**src/rtl/fpd_pkg.sv**
```systemverilog
package fpd_pkg;

    localparam int unsigned PAT_W      = 15;
    localparam int unsigned CTRL_W     = 32;
    localparam int unsigned PRESET_POS = 15;
    localparam int unsigned SEL_POS    = 16;
    localparam int unsigned BYPASS_POS = 18;
    localparam int unsigned ENABLE_POS = 19;

    localparam int unsigned LOOP_A = 12;
    localparam int unsigned LOOP_B = 14;
    localparam int unsigned LOOP_C = 15;

    localparam int unsigned SEQ_LEN    = 25;
    localparam int unsigned SEQ_PULSES = 4;
    localparam int unsigned SEQ_HIGH   = 3;
    localparam int unsigned SEQ_STEP   = 6;

    typedef enum logic [1:0] {
        LOOP_SHORT = 2'd0,
        LOOP_MID   = 2'd1,
        LOOP_LONG  = 2'd2,
        SEQ_FIXED  = 2'd3
    } loop_sel_e;

    typedef struct packed {
        logic [PAT_W-1:0] pattern;
        logic             preset;
        loop_sel_e        sel;
        logic             bypass;
        logic             enable;
    } ctrl_t;

    function automatic ctrl_t decode_ctrl(input logic [CTRL_W-1:0] w);
        ctrl_t c;
        c.pattern = w[PAT_W-1:0];
        c.preset  = w[PRESET_POS];
        c.sel     = loop_sel_e'(w[SEL_POS +: 2]);
        c.bypass  = w[BYPASS_POS];
        c.enable  = w[ENABLE_POS];
        return c;
    endfunction

endpackage

```
**src/rtl/fpd_ctrl_reg.sv**
```systemverilog
module fpd_ctrl_reg
    import fpd_pkg::*;
#(
    parameter int unsigned W = CTRL_W
) (
    input  logic         clk_i,
    input  logic         rst_ni,
    input  logic         we_i,
    input  logic [W-1:0] wdata_i,
    output ctrl_t        ctrl_o
);

    typedef struct packed {
        ctrl_t ctrl;
    } reg_state_t;

    reg_state_t st_d, st_q;

    always_comb begin
        st_d = st_q;
        if (we_i) begin
            st_d.ctrl = decode_ctrl(CTRL_W'(wdata_i));
        end
    end

    always_ff @(posedge clk_i or negedge rst_ni) begin
        if (!rst_ni) begin
            st_q <= '0;
        end else begin
            st_q <= st_d;
        end
    end

    assign ctrl_o = st_q.ctrl;

endmodule

```
**src/rtl/fpd_rotator.sv**
```systemverilog
module fpd_rotator
    import fpd_pkg::*;
#(
    parameter int unsigned W  = PAT_W,
    parameter int unsigned LA = LOOP_A,
    parameter int unsigned LB = LOOP_B,
    parameter int unsigned LC = LOOP_C
) (
    input  logic         clk_i,
    input  logic         rst_ni,
    input  logic         preset_i,
    input  loop_sel_e    sel_i,
    input  logic [W-1:0] pattern_i,
    output logic [W-1:0] sr_o,
    output logic         bit_o
);

    localparam int unsigned LW = $clog2(W + 1);

    typedef struct packed {
        logic [W-1:0] sr;
    } rot_state_t;

    rot_state_t st_d, st_q;

    function automatic logic [LW-1:0] loop_len(input loop_sel_e s);
        case (s)
            LOOP_SHORT: return LW'(LA);
            LOOP_MID:   return LW'(LB);
            default:    return LW'(LC);
        endcase
    endfunction

    // Head bit moves to position len-1; bits at len and above are cleared.
    function automatic logic [W-1:0] rotate(input logic [W-1:0] v, input logic [LW-1:0] len);
        logic [W-1:0] keep;
        logic [W-1:0] shifted;
        keep    = (W'(1) << (len - LW'(1))) - W'(1);
        shifted = v >> 1;
        return (shifted & keep) | (W'(v[0]) << (len - LW'(1)));
    endfunction

    always_comb begin
        st_d = st_q;
        if (preset_i) begin
            st_d.sr = pattern_i;
        end else if (sel_i != SEQ_FIXED) begin
            st_d.sr = rotate(st_q.sr, loop_len(sel_i));
        end
    end

    always_ff @(posedge clk_i or negedge rst_ni) begin
        if (!rst_ni) begin
            st_q <= '0;
        end else begin
            st_q <= st_d;
        end
    end

    assign sr_o  = st_q.sr;
    assign bit_o = st_q.sr[0];

endmodule

```
**src/rtl/fpd_fixed_seq.sv**
```systemverilog
module fpd_fixed_seq
    import fpd_pkg::*;
#(
    parameter int unsigned LEN    = SEQ_LEN,
    parameter int unsigned PULSES = SEQ_PULSES,
    parameter int unsigned HIGH   = SEQ_HIGH,
    parameter int unsigned STEP   = SEQ_STEP
) (
    input  logic                    clk_i,
    input  logic                    rst_ni,
    input  logic                    preset_i,
    input  logic                    active_i,
    output logic [$clog2(LEN)-1:0]  cnt_o,
    output logic                    bit_o
);

    localparam int unsigned CW       = $clog2(LEN);
    localparam int unsigned PW       = $clog2(STEP);
    localparam int unsigned HIGH_END = (PULSES - 1) * STEP + HIGH;

    typedef struct packed {
        logic [CW-1:0] cnt;
        logic [PW-1:0] phase;
    } seq_state_t;

    seq_state_t st_d, st_q;

    always_comb begin
        st_d = st_q;
        if (preset_i || !active_i) begin
            st_d.cnt   = '0;
            st_d.phase = '0;
        end else if (st_q.cnt == CW'(LEN - 1)) begin
            st_d.cnt   = '0;
            st_d.phase = '0;
        end else begin
            st_d.cnt   = st_q.cnt + CW'(1);
            st_d.phase = (st_q.phase == PW'(STEP - 1)) ? '0 : st_q.phase + PW'(1);
        end
    end

    always_ff @(posedge clk_i or negedge rst_ni) begin
        if (!rst_ni) begin
            st_q <= '0;
        end else begin
            st_q <= st_d;
        end
    end

    assign cnt_o = st_q.cnt;
    assign bit_o = (st_q.cnt < CW'(HIGH_END)) && (st_q.phase < PW'(HIGH));

endmodule

```
**src/rtl/frac_pattern_div.sv**
```systemverilog
module frac_pattern_div
    import fpd_pkg::*;
#(
    parameter int unsigned CFG_W = CTRL_W
) (
    input  logic             clk_i,
    input  logic             rst_ni,
    input  logic             cfg_we_i,
    input  logic [CFG_W-1:0] cfg_wdata_i,
    output logic             div_o
);

    localparam int unsigned SEQ_CW = $clog2(SEQ_LEN);

    ctrl_t              ctrl_q;
    logic [PAT_W-1:0]   rot_sr;
    logic               rot_bit;
    logic [SEQ_CW-1:0]  seq_cnt;
    logic               seq_bit;
    logic               seq_active;
    logic               div_d;

    fpd_ctrl_reg #(.W(CFG_W)) ctrl_i (
        .clk_i   (clk_i),
        .rst_ni  (rst_ni),
        .we_i    (cfg_we_i),
        .wdata_i (cfg_wdata_i),
        .ctrl_o  (ctrl_q)
    );

    fpd_rotator #(.W(PAT_W), .LA(LOOP_A), .LB(LOOP_B), .LC(LOOP_C)) rot_i (
        .clk_i     (clk_i),
        .rst_ni    (rst_ni),
        .preset_i  (ctrl_q.preset),
        .sel_i     (ctrl_q.sel),
        .pattern_i (ctrl_q.pattern),
        .sr_o      (rot_sr),
        .bit_o     (rot_bit)
    );

    assign seq_active = (ctrl_q.sel == SEQ_FIXED);

    fpd_fixed_seq #(.LEN(SEQ_LEN), .PULSES(SEQ_PULSES), .HIGH(SEQ_HIGH), .STEP(SEQ_STEP)) seq_i (
        .clk_i    (clk_i),
        .rst_ni   (rst_ni),
        .preset_i (ctrl_q.preset),
        .active_i (seq_active),
        .cnt_o    (seq_cnt),
        .bit_o    (seq_bit)
    );

    always_comb begin
        div_d = 1'b0;
        if (ctrl_q.enable) begin
            if (ctrl_q.bypass) begin
                div_d = 1'b1;
            end else if (seq_active) begin
                div_d = seq_bit;
            end else begin
                div_d = rot_bit;
            end
        end
    end

    assign div_o = div_d;

endmodule

```
**config.mk**
```make
export PLATFORM = sky130hd
export DESIGN_NAME = frac_pattern_div
export DESIGN_NICKNAME = d
export VERILOG_FILES = /design/src/rtl/fpd_pkg.sv /design/src/rtl/fpd_ctrl_reg.sv /design/src/rtl/fpd_rotator.sv /design/src/rtl/fpd_fixed_seq.sv /design/src/rtl/frac_pattern_div.sv
export SDC_FILE = /design/constraint.sdc
export NUM_CORES = 1
export LEC_CHECK = 0
export ABC_AREA = 1
export BUFFER_PORTS_ARGS = -buffer_cell sky130_fd_sc_hd__buf_2
export CORE_MARGIN = 2
export CORE_UTILIZATION = 48
export CTS_CLUSTER_DIAMETER = 150
export DETAILED_ROUTE_END_ITERATION = 10
export PLACE_DENSITY = 0.75
export SLEW_MARGIN = 0
export SYNTH_ARGS = -nofsm -noshare
export SYNTH_HDL_FRONTEND = slang
export SYNTH_SLANG_ARGS = --single-unit
```
**constraint.sdc**
```tcl
create_clock -name clk_i -period 1.2 [get_ports clk_i]
set_clock_uncertainty 0.1 [all_clocks]
set_input_delay 0.12 -clock clk_i [delete_from_list [all_inputs] [get_ports clk_i]]
set_output_delay 0.12 -clock clk_i [all_outputs]
set_load 0.005 [all_outputs]
```
; ---- Yosys cells after proc, flatten, opt, wreduce, memory -nomap -nowiden
; Cells that the tools add are included.
[totals]
ff_bits = 43
latch_bits = 0
ram_bits = 0
rom_bits = 0
input_bits = 35
out_inout_bits = 1
word_cells = 39
n_memories = 0
[classes]
add_sub_neg = 4
multipliers = 0
div = 0
order_cmp = 2
n_eq_ne = 5
shifts = 2
muxes = 11
bitwise = 2
n_reduce_logical = 5
[op_table]
columns = operator, n
row1 = $mux 15, 2
row2 = $mux 8, 2
row3 = $and 14x15->15, 1
row4 = $or 15x15->15, 1
row5 = $shl 1x4->15, 1
row6 = $shl 1x4->15 const A, 1
row7 = $sub 15x2->15 const B, 1
row8 = $mux 4, 2
row9 = $add 5x1->5 const B, 1
row10 = $eq 5x5->1 const B, 1
row11 = $lt 5x5->1 const B, 1
row12 = $pmux 2 s2, 1
row13 = $sub 4x1->4 const B, 1
row14 = $add 3x1->3 const B, 1
row15 = $eq 3x3->1 const B, 1
row16 = $lt 3x2->1 const B, 1
row17 = $mux 1, 3
row18 = $mux 3, 1
row19 = $eq 2x1->1 const B, 1
row20 = $eq 2x2->1 const B, 1
row21 = $logic_not 2->1, 1
row22 = $ne 2x2->1 const B, 1
row23 = $reduce_bool 2->1, 1
row24 = $logic_and 1x1->1, 1
row25 = other kinds (2), 2

; ---- Logic depth before layout (Yosys ltp)
[logic_depth]
word_depth = 11
mapped_depth = 6
depth_no_buf = 6

; ---- Hierarchy
; A second synthesis with hierarchy kept.
[unflattened]
cells_unflattened = 250
hier_area_um2 = 2164.6
[modules_own_cells]
columns = module, instances, cells_per_inst, area_each_um2, seq_area_each_um2
row1 = fpd_rotator, 1, 103, 909.6, 375.4
row2 = fpd_ctrl_reg, 1, 85, 767.0, 500.5
row3 = fpd_fixed_seq, 1, 54, 455.4, 200.2
row4 = frac_pattern_div, 1, 8, 32.5, 0.0

; ---- Least setup slack after synthesis
; Ideal clock, no wire load.
[synth_path]
path_type = register to register
from = register seq_i.st_q (netlist bit seq_i.cnt_o[1])
to = register seq_i.st_q (netlist bit seq_i.cnt_o[3])
setup_time_ps = 126
t_arrival_ps = 964
required_ps = 974
setup_slack_ps = 9
stages_incl_launch_ff = 6
path_buffers = 0
synth_period_minus_slack_ps = 1191
path_cell_list = dfrtp_1 -> inv_1 -> ha_1 -> nand3_1 -> o21ai_4 -> nor2_1
[synth_lines]
columns = item, line_no
row1 = "start, declared", fpd_fixed_seq.sv:26  ; seq_state_t st_d, st_q;
row2 = "start signal, assigned", fpd_fixed_seq.sv:46  ; st_q <= st_d;

; ---- Worst setup path in the final report
[layout_path]
from = register seq_i.st_q (netlist bit seq_i.cnt_o[4])
to = output port div_o
[layout_via]
elab_chain_len = 5
[layout_lines]
columns = item, line_no
row1 = $lt 5x5->1, fpd_fixed_seq.sv:51  ; assign bit_o = (st_q.cnt < CW'(HIGH_END)) && (st_q.phase < PW'(HIGH));
row2 = $logic_and 1x1->1, fpd_fixed_seq.sv:51
row3 = $mux 1, frac_pattern_div.sv:57  ; end else if (seq_active) begin
row4 = $mux 1, frac_pattern_div.sv:55  ; if (ctrl_q.bypass) begin
row5 = $mux 1, frac_pattern_div.sv:54  ; if (ctrl_q.enable) begin
row6 = "end, declared", frac_pattern_div.sv:10  ; output logic div_o
; No other way between the ends.

==> flow_metrics.tcl <==
set metrics [dict create \
    io_pins 36 \
    dr.pass1.iters 4 \
    grt-ovfl-total 0 \
    period_share 1.28 \
    die_w_um 65.9 \
    violations "setup timing" \
    timing.rr.end "seq_i.cnt_o[2]" \
    yosys_warnings 0 \
    antenna_found_initial 0 \
    worst_path_max_delay_cell "dfrtp_2" \
    grt_pass1_vias 1543 \
    fin_ws_ns -0.338 \
    hp-start "cfg_we_i" \
    leakage_nw 1.21 \
    total_power_mw 3.29 \
    grt_usage 0.211 \
    drtAntennaViolNets 0 \
    vias 1504 \
    tightest_slew_ns 0.295 \
    cts_tree "yes" \
    max-slew-margin-rel 0.803 \
    min_to "ctrl_i.ctrl_o[1]" \
    syn_avg_cell_area_um2 9.48 \
    core.rowCount 22 \
    clockBufferDepth 2 \
    drive_above_1_share 0.335 \
    r2r_start "seq_i.cnt_o[3]" \
    syn_area_mm2 0.00184 \
    nFillCells 266 \
    grt_start_max_net_pins 44 \
    start_util 0.502 \
    synth_fp_nets 231 \
    route.detailed.wl_per_inst_um 13.1 \
    crit_buf_inv 2 \
    antenna_cells 0 \
    core-area_mm2 0.00366 \
    dp_hpwl_um 2420 \
    cellPowerDensity_mw_per_mm2 1260 \
    clk_pin_slew_ns 0.08 \
    criticalPathCategory "flip-flop to output port" \
    clk_latency_ns 0.30 \
    chipHeight_um 65.9 \
    reg2reg_depth 5 \
    crit_path_frequent_cell "a21oi_1" \
    fmax_mhz 650 \
    placed_area_mm2 0.00212 \
    cts_inserted_buffers 5 \
    worst_ep_arrival_time_ns 1.32 \
    hold_class "input pin to flip-flop" \
    cts_sinks 43 \
    maxCapViolations 0 \
    netlist_top_cells_area "dfrtp_1, nand2_1, o21ai_0" \
    wirelength_um 4030 \
    gp_congestion 0.774 \
    whs_path_depth 2 \
    finalNetCount 296 \
    crit_path_start_kind "flip-flop" \
    design_area_mm2 0.00262 \
    viasPerCell 4.88 \
    seq_area_frac_synth 0.585 \
    drt_iter0_drc 66 \
    yosysUniqueCellTypes 24 \
    setup_viol 10 \
    crit_family "flip-flops" \
    crit_fanout 4 \
    finalMaxSlewViolations 0 \
    drc_errors 0 \
    rsz0062_at_grt "yes" \
    max_stage_delay_ns 0.45 \
    cp_cell_sequence "inv_1, nor2_1, a21oi_1, nand2_1, a21oi_1, buf_2" \
    dieArea_mm2 0.00434 \
    cts_root_buf "clkbuf_8" \
    fin_util 0.715 \
    reg2reg_setup_slack_ns -0.11 \
    port_buffers 23 \
    ys_seq_elements 43 \
    end_kind "output port" \
    netlist_instances 194 \
    ir_worst_vdd_mv 0.786 \
    status "complete, but fails checks" \
    grt_pass1_wl_um 6840 \
    cts.htree.levels 2 \
    period_minus_slack_ns 1.54 \
    final_hold_viol_count 0 \
    worstPathRequired_ns 0.98 \
    yosysTopAreaCell "dfrtp_1" \
    area_growth_pct 42.2 \
    synth_top_area_frac 0.585 \
]
[synthesized netlist by cell type]
| master | count |
|---|---|
| nor3b_2 | 1 |
| nand2_2 | 1 |
| nand2_4 | 1 |
| buf_1 | 1 |
| nand3_1 | 2 |
| mux2_2 | 2 |
| nor2_4 | 1 |
| ha_1 | 2 |
| nor3_1 | 1 |
| dfrtp_1 | 43 |
| nor2_1 | 15 |
| inv_1 | 31 |
| a22oi_1 | 4 |
| xor2_1 | 2 |
| o221ai_1 | 10 |
| o22ai_1 | 1 |
| clkbuf_1 | 2 |
| o21ai_1 | 2 |
| o21ai_0 | 24 |
| o21ai_4 | 1 |
| a21oi_1 | 7 |
| nand2_1 | 36 |
| buf_2 | 2 |
| inv_2 | 2 |
[stage by stage]
step | hold slack (ns) | worst slack (ns) | TNS, ns | cells
after detailed placement | 0.00889 | -0.107 | -0.869 | 275
after global placement | 0.0105 | -0.0745 | -0.540 | 275
after floorplan | -0.276 | 0.00944 | 0 | 194
after global routing | 0.0584 | -0.417 | -2.04 | 308
after CTS | 0.0412 | -0.333 | -0.960 | 307
final | 0.0548 | -0.338 | -1.02 | 308
[how the worst max path moves through the flow]
stage,from,end,slack [ns],depth (start not counted)
finish,seq_i.cnt_o[4],div_o,-0.34,6
global route,seq_i.cnt_o[3],div_o,-0.42,7
CTS,seq_i.cnt_o[3],div_o,-0.33,6
detailed placement,seq_i.cnt_o[1],seq_i.st_q[2],-0.11,5
global placement,seq_i.cnt_o[1],seq_i.cnt_o[3],-0.07,5
floorplan,seq_i.cnt_o[1],seq_i.cnt_o[3],0.009,5
[layer usage]
layer	share of wire	global-route usage
met5	0	0
met4	0.016	0.0703
met3	0.031	0.0562
met1	0.43	0.265
met2	0.52	0.352
[cells by family after synthesis]
group           share of synthesized area
flops                               0.585
fa+ha+maj                          0.0136
buf+inv                            0.0789
simple gates                        0.135
xor+xnor                          0.00953
mux                                0.0122
compound gates                      0.166
[flip-flops by register name (all words and copies together) (netlist names)]
name	cells
rot_i.sr_o	15
seq_i.st_q	3
ctrl_i.ctrl_o	20
seq_i.cnt_o	5
[power breakdown]
group	switching (mW)	internal, mW
sequential	0.0899	1.61
combinational	0.310	0.274
clock	0.480	0.523
total	0.880	2.41
[area by class of cell]
| cell class | instances | area, um2 | share of cell area |
|---|---|---|---|
| clock buffers | 7 | 96.3 | 0.0368 |
| inverters | 33 | 129 | 0.0493 |
| flip-flops and latches | 43 | 1080 | 0.412 |
| well taps | 48 | 60.1 | 0.0230 |
| multi-input cells | 113 | 751 | 0.287 |
| clock inverters | 1 | 7.51 | 0.00287 |
| repair buffers | 63 | 495 | 0.189 |
[timing repair]
action,CTS,global route
endpoints found under the setup margin,13,23
hold endpoints to repair,63,0
hold buffers,21,0
resized for setup,11,32
setup buffers,3,3
pin swaps,8,5
[cell usage in the layout, fill, tap and decap left out, types with 3 or more instances in the layout]
cell type      count
dfrtp_1           42
nand2_1           31
inv_1             28
buf_2             23
dlygate4sd3_1     21
o21ai_0           19
buf_4             14
nor2_1            12
o221ai_2           9
clkbuf_8           7
o21ai_1            6
a21oi_1            5
nand2_2            5
buf_6              4
inv_2              3
a22oi_1            3
Note: power is estimated with default switching activity, not from simulation.
